<file path="config.mk">
export PLATFORM = sky130hd
export DESIGN_NAME = cmpEvtCapture
export DESIGN_NICKNAME = d
export VERILOG_FILES = /design/src/rtl/cmpEvtPkg.sv /design/src/rtl/cmpEvtDetect.sv /design/src/rtl/cmpEvtCtrl.sv /design/src/rtl/cmpEvtCapture.sv
export SDC_FILE = /design/constraint.sdc
export NUM_CORES = 1
export LEC_CHECK = 0
export ABC_AREA = 1
export BUFFER_PORTS_ARGS = -buffer_cell sky130_fd_sc_hd__buf_2
export CORE_MARGIN = 1.5
export CORE_UTILIZATION = 39
export DETAILED_ROUTE_END_ITERATION = 10
export HOLD_SLACK_MARGIN = 0.08
export PLACE_DENSITY = 0.83
export SLEW_MARGIN = 20
export SYNTH_ARGS = -nofsm -noshare
export SYNTH_HDL_FRONTEND = slang
export SYNTH_HIERARCHICAL = 1
export SYNTH_SLANG_ARGS = --single-unit
</file>
<file path="constraint.sdc">
create_clock -name clk -period 1.3 [get_ports clk]
set_clock_uncertainty 0.1 [all_clocks]
set_input_delay 0 -clock clk [delete_from_list [all_inputs] [get_ports clk]]
set_output_delay 0 -clock clk [all_outputs]
set_load 0.05 [all_outputs]
</file>
<file path="src/rtl/cmpEvtPkg.sv">
package cmpEvtPkg;
  localparam int EN_BIT    = 0;
  localparam int EDGE_BIT  = 16;
  localparam int EVTEN_BIT = 17;
  localparam int WAKE_BIT  = 18;
  localparam int LEVEL_BIT = 20;
  localparam int PIN_BIT   = 21;
  localparam int FLAG_BIT  = 24;

  // control -> datapath strobes
  typedef struct packed {
    logic detectEn;
    logic fallSel;
  } detCtrl_t;

  // datapath -> control results
  typedef struct packed {
    logic edgeHit;
    logic level;
  } detStat_t;
endpackage

</file>
<file path="src/rtl/cmpEvtDetect.sv">
module cmpEvtDetect
  import cmpEvtPkg::*;
#(
  parameter int SYNC_STAGES = 2
) (
  input  logic     clk,
  input  logic     rstN,
  input  logic     rawIn,
  input  detCtrl_t ctrl,
  output detStat_t stat
);
  logic [SYNC_STAGES-1:0] syncQ;
  logic levelPrev;
  logic level;
  logic riseSeen;
  logic fallSeen;

  always_ff @(posedge clk or negedge rstN) begin
    if (!rstN) syncQ[0] <= 1'b0;
    else       syncQ[0] <= rawIn;
  end

  for (genvar i = 1; i < SYNC_STAGES; i++) begin : g_sync
    always_ff @(posedge clk or negedge rstN) begin
      if (!rstN) syncQ[i] <= 1'b0;
      else       syncQ[i] <= syncQ[i-1];
    end
  end

  assign level = syncQ[SYNC_STAGES-1];

  always_ff @(posedge clk or negedge rstN) begin
    if (!rstN) levelPrev <= 1'b0;
    else       levelPrev <= level;
  end

  assign riseSeen     = level & ~levelPrev;
  assign fallSeen     = ~level & levelPrev;
  assign stat.level   = level;
  assign stat.edgeHit = ctrl.detectEn & (ctrl.fallSel ? fallSeen : riseSeen);


  edge_change_chk: assert property (@(posedge clk) disable iff (!rstN)
    stat.edgeHit |-> (stat.level != $past(stat.level)));

  edge_dir_chk: assert property (@(posedge clk) disable iff (!rstN)
    stat.edgeHit |-> (stat.level == !ctrl.fallSel));
endmodule

</file>
<file path="src/rtl/cmpEvtCtrl.sv">
module cmpEvtCtrl
  import cmpEvtPkg::*;
#(
  parameter int REG_W  = 32,
  parameter int HYST_W = 3,
  parameter int POS_W  = 4,
  parameter int NEG_W  = 3
) (
  input  logic              clk,
  input  logic              rstN,
  input  logic              regWrEn,
  input  logic [REG_W-1:0]  regWrData,
  output logic [REG_W-1:0]  regRdData,
  input  detStat_t          stat,
  output detCtrl_t          ctrl,
  output logic              evtPulse,
  output logic              wakeReq,
  output logic              pinOut,
  output logic [POS_W-1:0]  posSel,
  output logic [NEG_W-1:0]  negSel,
  output logic [HYST_W-1:0] hystSel
);
  localparam int HYST_LSB = 5;
  localparam int POS_LSB  = HYST_LSB + HYST_W;
  localparam int NEG_LSB  = POS_LSB + POS_W;

  logic modEn, fallSel, evtEn, wakeEn, pinEn, evtFlag;
  logic gated, gatedQ;

  always_ff @(posedge clk or negedge rstN) begin
    if (!rstN) begin
      modEn   <= 1'b0;
      fallSel <= 1'b0;
      evtEn   <= 1'b0;
      wakeEn  <= 1'b0;
      pinEn   <= 1'b0;
      posSel  <= '0;
      negSel  <= '0;
      hystSel <= '0;
    end else if (regWrEn) begin
      modEn   <= regWrData[EN_BIT];
      fallSel <= regWrData[EDGE_BIT];
      evtEn   <= regWrData[EVTEN_BIT];
      wakeEn  <= regWrData[WAKE_BIT];
      pinEn   <= regWrData[PIN_BIT];
      posSel  <= regWrData[POS_LSB +: POS_W];
      negSel  <= regWrData[NEG_LSB +: NEG_W];
      hystSel <= regWrData[HYST_LSB +: HYST_W];
    end
  end

  // hardware set has priority over a software write
  always_ff @(posedge clk or negedge rstN) begin
    if (!rstN)             evtFlag <= 1'b0;
    else if (stat.edgeHit) evtFlag <= 1'b1;
    else if (regWrEn)      evtFlag <= regWrData[FLAG_BIT];
  end

  assign gated = evtFlag & evtEn & modEn;

  always_ff @(posedge clk or negedge rstN) begin
    if (!rstN) gatedQ <= 1'b0;
    else       gatedQ <= gated;
  end

  assign evtPulse     = gated & ~gatedQ;
  assign wakeReq      = modEn & wakeEn & evtFlag;
  assign pinOut       = modEn & pinEn & stat.level;
  assign ctrl.detectEn = modEn;
  assign ctrl.fallSel  = fallSel;

  always_comb begin
    regRdData = '0;
    regRdData[EN_BIT]    = modEn;
    regRdData[EDGE_BIT]  = fallSel;
    regRdData[EVTEN_BIT] = evtEn;
    regRdData[WAKE_BIT]  = wakeEn;
    regRdData[LEVEL_BIT] = stat.level;
    regRdData[PIN_BIT]   = pinEn;
    regRdData[FLAG_BIT]  = evtFlag;
    regRdData[POS_LSB +: POS_W]   = posSel;
    regRdData[NEG_LSB +: NEG_W]   = negSel;
    regRdData[HYST_LSB +: HYST_W] = hystSel;
  end


  flag_set_chk: assert property (@(posedge clk) disable iff (!rstN)
    stat.edgeHit |=> evtFlag);

  flag_clear_chk: assert property (@(posedge clk) disable iff (!rstN)
    (regWrEn && !regWrData[FLAG_BIT] && !stat.edgeHit) |=> !evtFlag);

  flag_sticky_chk: assert property (@(posedge clk) disable iff (!rstN)
    (evtFlag && !regWrEn) |=> evtFlag);

  disabled_quiet_chk: assert property (@(posedge clk) disable iff (!rstN)
    !modEn |-> (!evtPulse && !wakeReq));

  pulse_single_chk: assert property (@(posedge clk) disable iff (!rstN)
    evtPulse |=> !evtPulse);
endmodule

</file>
<file path="src/rtl/cmpEvtCapture.sv">
module cmpEvtCapture
  import cmpEvtPkg::*;
#(
  parameter int SYNC_STAGES = 2,
  parameter int REG_W       = 32,
  parameter int HYST_W      = 3,
  parameter int POS_W       = 4,
  parameter int NEG_W       = 3
) (
  input  logic              clk,
  input  logic              rstN,
  input  logic              cmpRawIn,
  input  logic              regWrEn,
  input  logic [REG_W-1:0]  regWrData,
  output logic [REG_W-1:0]  regRdData,
  output logic              evtPulse,
  output logic              wakeReq,
  output logic              pinOut,
  output logic [POS_W-1:0]  posSel,
  output logic [NEG_W-1:0]  negSel,
  output logic [HYST_W-1:0] hystSel
);
  detCtrl_t detCtrl;
  detStat_t detStat;

  cmpEvtDetect #(.SYNC_STAGES(SYNC_STAGES)) u_detect (
    .clk   (clk),
    .rstN  (rstN),
    .rawIn (cmpRawIn),
    .ctrl  (detCtrl),
    .stat  (detStat)
  );

  cmpEvtCtrl #(.REG_W(REG_W), .HYST_W(HYST_W), .POS_W(POS_W), .NEG_W(NEG_W)) u_ctrl (
    .clk       (clk),
    .rstN      (rstN),
    .regWrEn   (regWrEn),
    .regWrData (regWrData),
    .regRdData (regRdData),
    .stat      (detStat),
    .ctrl      (detCtrl),
    .evtPulse  (evtPulse),
    .wakeReq   (wakeReq),
    .pinOut    (pinOut),
    .posSel    (posSel),
    .negSel    (negSel),
    .hystSel   (hystSel)
  );
endmodule

</file>
==> impl_metrics.json <==
{
  "p_leak_nw": 0.838,
  "critPathMaxStageDelay_ns": 0.55,
  "startpoint_type": "input pin",
  "rr_startpoint": "u_ctrl/modEn$_DFFE_PN0P_",
  "layout.nets": 226,
  "maxSlewViolCount": 0,
  "finalWorstSetupSlack_ns": 0.0305,
  "worstHoldPathCells": 2,
  "p_comb_share_pct": 39.3,
  "power_frac_seq_pct": 40.9,
  "min_from": "regWrEn",
  "yosysTopAreaCell": "dfrtp_1",
  "place.gp.congestion": 0.766,
  "die_h_um": 55.4,
  "maxCapViolations": 0,
  "grt.total_usage_pct": 15.8,
  "met3_wirelength_um": 165,
  "ys_warn_count": 6,
  "yosysSeqAreaShare_pct": 46.7,
  "period_minus_slack_ns": 1.27,
  "power_mw": 1.75,
  "vias": 922,
  "setup_viol": 0,
  "seq_area_um2": 500,
  "r2r_end": "u_ctrl/evtFlag$_DFFE_PN0P_",
  "drc": 0,
  "async_flop_share_pct": 100,
  "postRouteAntennaNets": 0,
  "dp_slack_ns": 0.276,
  "antenna_found_initial": 0,
  "synth_flop_cell": "dfrtp_1",
  "p_int_mw": 1.02,
  "grt_pass1_vias": 910,
  "layout-drive-gt1-share_pct": 32.8,
  "synthCells": 124,
  "synth_area_leaders": "dfrtp_1 (47%), buf_4 (25%), nand2_1 (15%)",
  "hp-class": "in2reg",
  "syn_area_per_cell_um2": 8.64,
  "io_pins": 81,
  "ff2ff_path_depth": 5,
  "switching_share_pct": 41.5,
  "yosysUniqueCellTypes": 12,
  "portBuffers": 49,
  "p_switching_mw": 0.726,
  "setup_tns_ns": 0,
  "wl_met1_um": 878,
  "die-area_um2": 3070,
  "drtIter0Drc": 31,
  "syn2layout_area_growth_pct": 41.8,
  "cp.arrival_ns": 1.35,
  "grt_max_degree": 21,
  "rsz0062_at_grt": "yes",
  "clk_path_buf_depth": 2,
  "cts_buffers": 3,
  "finalCritPeriodShare_pct": 97.7,
  "worst_path_max_delay_cell": "dlygate4sd3_1",
  "multi_input_area_um2": 299,
  "diodes": 0,
  "synth_edf_count": 0,
  "viasPerCell": 4.21,
  "fmax_ghz": 0.788,
  "dpl.hpwl_um": 1380,
  "powerDensity_nw_per_um2": 1150,
  "avgRoutedWirePerCell_um": 10.9,
  "fp.dieW_um": 55.4,
  "cts.sinks": 20,
  "cts_root_buf": "clkbuf_4",
  "synth_top_area_share_pct": 46.7,
  "worstPathCellList": "dlygate4sd3_1 -> buf_2 -> nand2_1 -> dlygate4sd3_1 -> nand2_1",
  "htreeDepth": 1,
  "critPathMaxFanout": 1,
  "fp-row-count": 18,
  "r2r_slack_ns": 0.31,
  "status": "finished, final reports clean",
  "synth_top_cells_by_count": "nand2_1 (43), buf_4 (35), dfrtp_1 (20)",
  "grt_first_pass_wirelength_um": 3890,
  "synthesis.area_um2": 1070,
  "worstHoldEndpoint": "u_ctrl/pinEn$_DFFE_PN0P_",
  "clk_pin_slew_ns": 0.11,
  "synth_most_common_cell": "nand2_1",
  "synth_seq_cells": 20,
  "initial_utilization_pct": 42.1,
  "final_hold_viol_count": 0,
  "setup.worst_path.class": "in2reg",
  "wl_met2_um": 1270,
  "ir_drop_mv": 0.694,
  "n_fill_cell": 237,
  "highest_layer": "met4",
  "clk_latency_ns": 0.29,
  "crit_required_ns": 1.38,
  "critPathCaptureType": "register",
  "drt-total-wl_um": 2380,
  "core-area_um2": 2540,
  "overflow": 0,
  "holdWs_ns": 0.0797,
  "cts_tree": "done",
  "drt_first_pass_iters": 4,
  "p_clk_share_pct": 19.9
}
[power by group through the flow]
stage	sequential [mW]	combinational, mW	clock, mW
3_5_place_dp	0.726	0.592	0
5_1_grt	0.725	0.726	0.392
2_1_floorplan	0.820	0.484	0
6_report	0.715	0.688	0.348
3_3_place_gp	0.724	0.586	0
4_1_cts	0.713	0.680	0.368
[worst max-delay path: cells and delay by family]
family | cells | cell delay, ns
AND/OR/NAND/NOR | 2 | 0.13
buffers and inverters | 3 | 1.22
[area by class of cell]
type / count / share of cell area [%]
well taps: 30 / 2.47
inverters: 7 / 2.06
flip-flops and latches: 20 / 32.9
clock buffers: 4 / 2.39
repair buffers: 85 / 40.4
multi-input cells: 73 / 19.7
[sequential cells by signal, indices dropped and copies added, names as in the netlist]
register	flops
u_ctrl/wakeEn	1
u_ctrl/negSel	3
u_ctrl/fallSel	1
u_ctrl/gatedQ	1
u_ctrl/evtFlag	1
u_detect/levelPrev	1
u_detect/syncQ	1
u_detect/level	1
u_ctrl/hystSel	3
u_ctrl/pinEn	1
u_ctrl/modEn	1
u_ctrl/posSel	4
u_ctrl/evtEn	1
[kinds of logic (layout without fill, tap and decap cells)]
| family | after synthesis | count (layout) | synth area share (%) |
|---|---|---|---|
| DFF | 20 | 20 | 46.7 |
| other | 1 | 15 | 0.350 |
| buffers and inverters | 45 | 96 | 31.0 |
| AOI/OAI and AO/OA | 2 | 2 | 0.935 |
| and+or+nand+nor | 56 | 56 | 21.0 |
[routing by layer]
layer	track usage, %	vias to the layer above
met4	6.62	0
met5	0	-
li1	-	446
met1	17.1	421
met3	3.28	6
met2	29.4	49
[cells in the final DEF, fill, tap and decap left out]
cell / synthesis / routed
buf_2: 0 / 46
nand2_1: 43 / 43
dlygate4sd3_1: 0 / 35
dfrtp_1: 20 / 20
conb_1: 1 / 15
inv_1: 6 / 6
clkbuf_4: 0 / 5
nor2_1: 6 / 5
nand2_2: 5 / 5
clkbuf_8: 0 / 1
buf_6: 2 / 1
buf_4: 35 / 1
nand3_2: 0 / 1
nor2_2: 0 / 1
inv_6: 1 / 1
o21ai_0: 2 / 1
o21ai_1: 0 / 1
nand3_1: 2 / 1
[worst max path at each step]
stage | endpoint | slack, ns | cells past startpoint | start
3_3_place_gp | evtPulse | 0.31 | 3 | u_ctrl/modEn$_DFFE_PN0P_
6_report | u_ctrl/posSel[1]$_DFFE_PN0P_ | 0.03 | 5 | regWrData[9]
2_1_floorplan | pinOut | 0.04 | 3 | u_detect/level$_DFF_PN0_
3_5_place_dp | evtPulse | 0.28 | 3 | u_ctrl/modEn$_DFFE_PN0P_
4_1_cts | evtPulse | 0.02 | 3 | u_ctrl/modEn$_DFFE_PN0P_
5_1_grt | pinOut | -0.01 | 3 | u_ctrl/modEn$_DFFE_PN0P_
[stage by stage]
| stage | area, um2 | instances | util (%) |
|---|---|---|---|
| after floorplan | 1120 | 138 | - |
| after global placement | 1110 | 179 | 43.5 |
| after detailed placement | 1110 | 179 | 43.5 |
| after CTS | 1510 | 220 | 59.4 |
| after global routing | 1520 | 219 | 59.7 |
| final | 1520 | 219 | 59.7 |
[timing repair]
item | CTS | global route
buffers inserted | 1 | 0
gates resized for setup | 1 | 6
endpoints found under the setup margin | 2 | 5
endpoints found under the hold margin | 37 | 0
hold buffers | 36 | 0
Note: power is estimated with default switching activity, not from simulation.
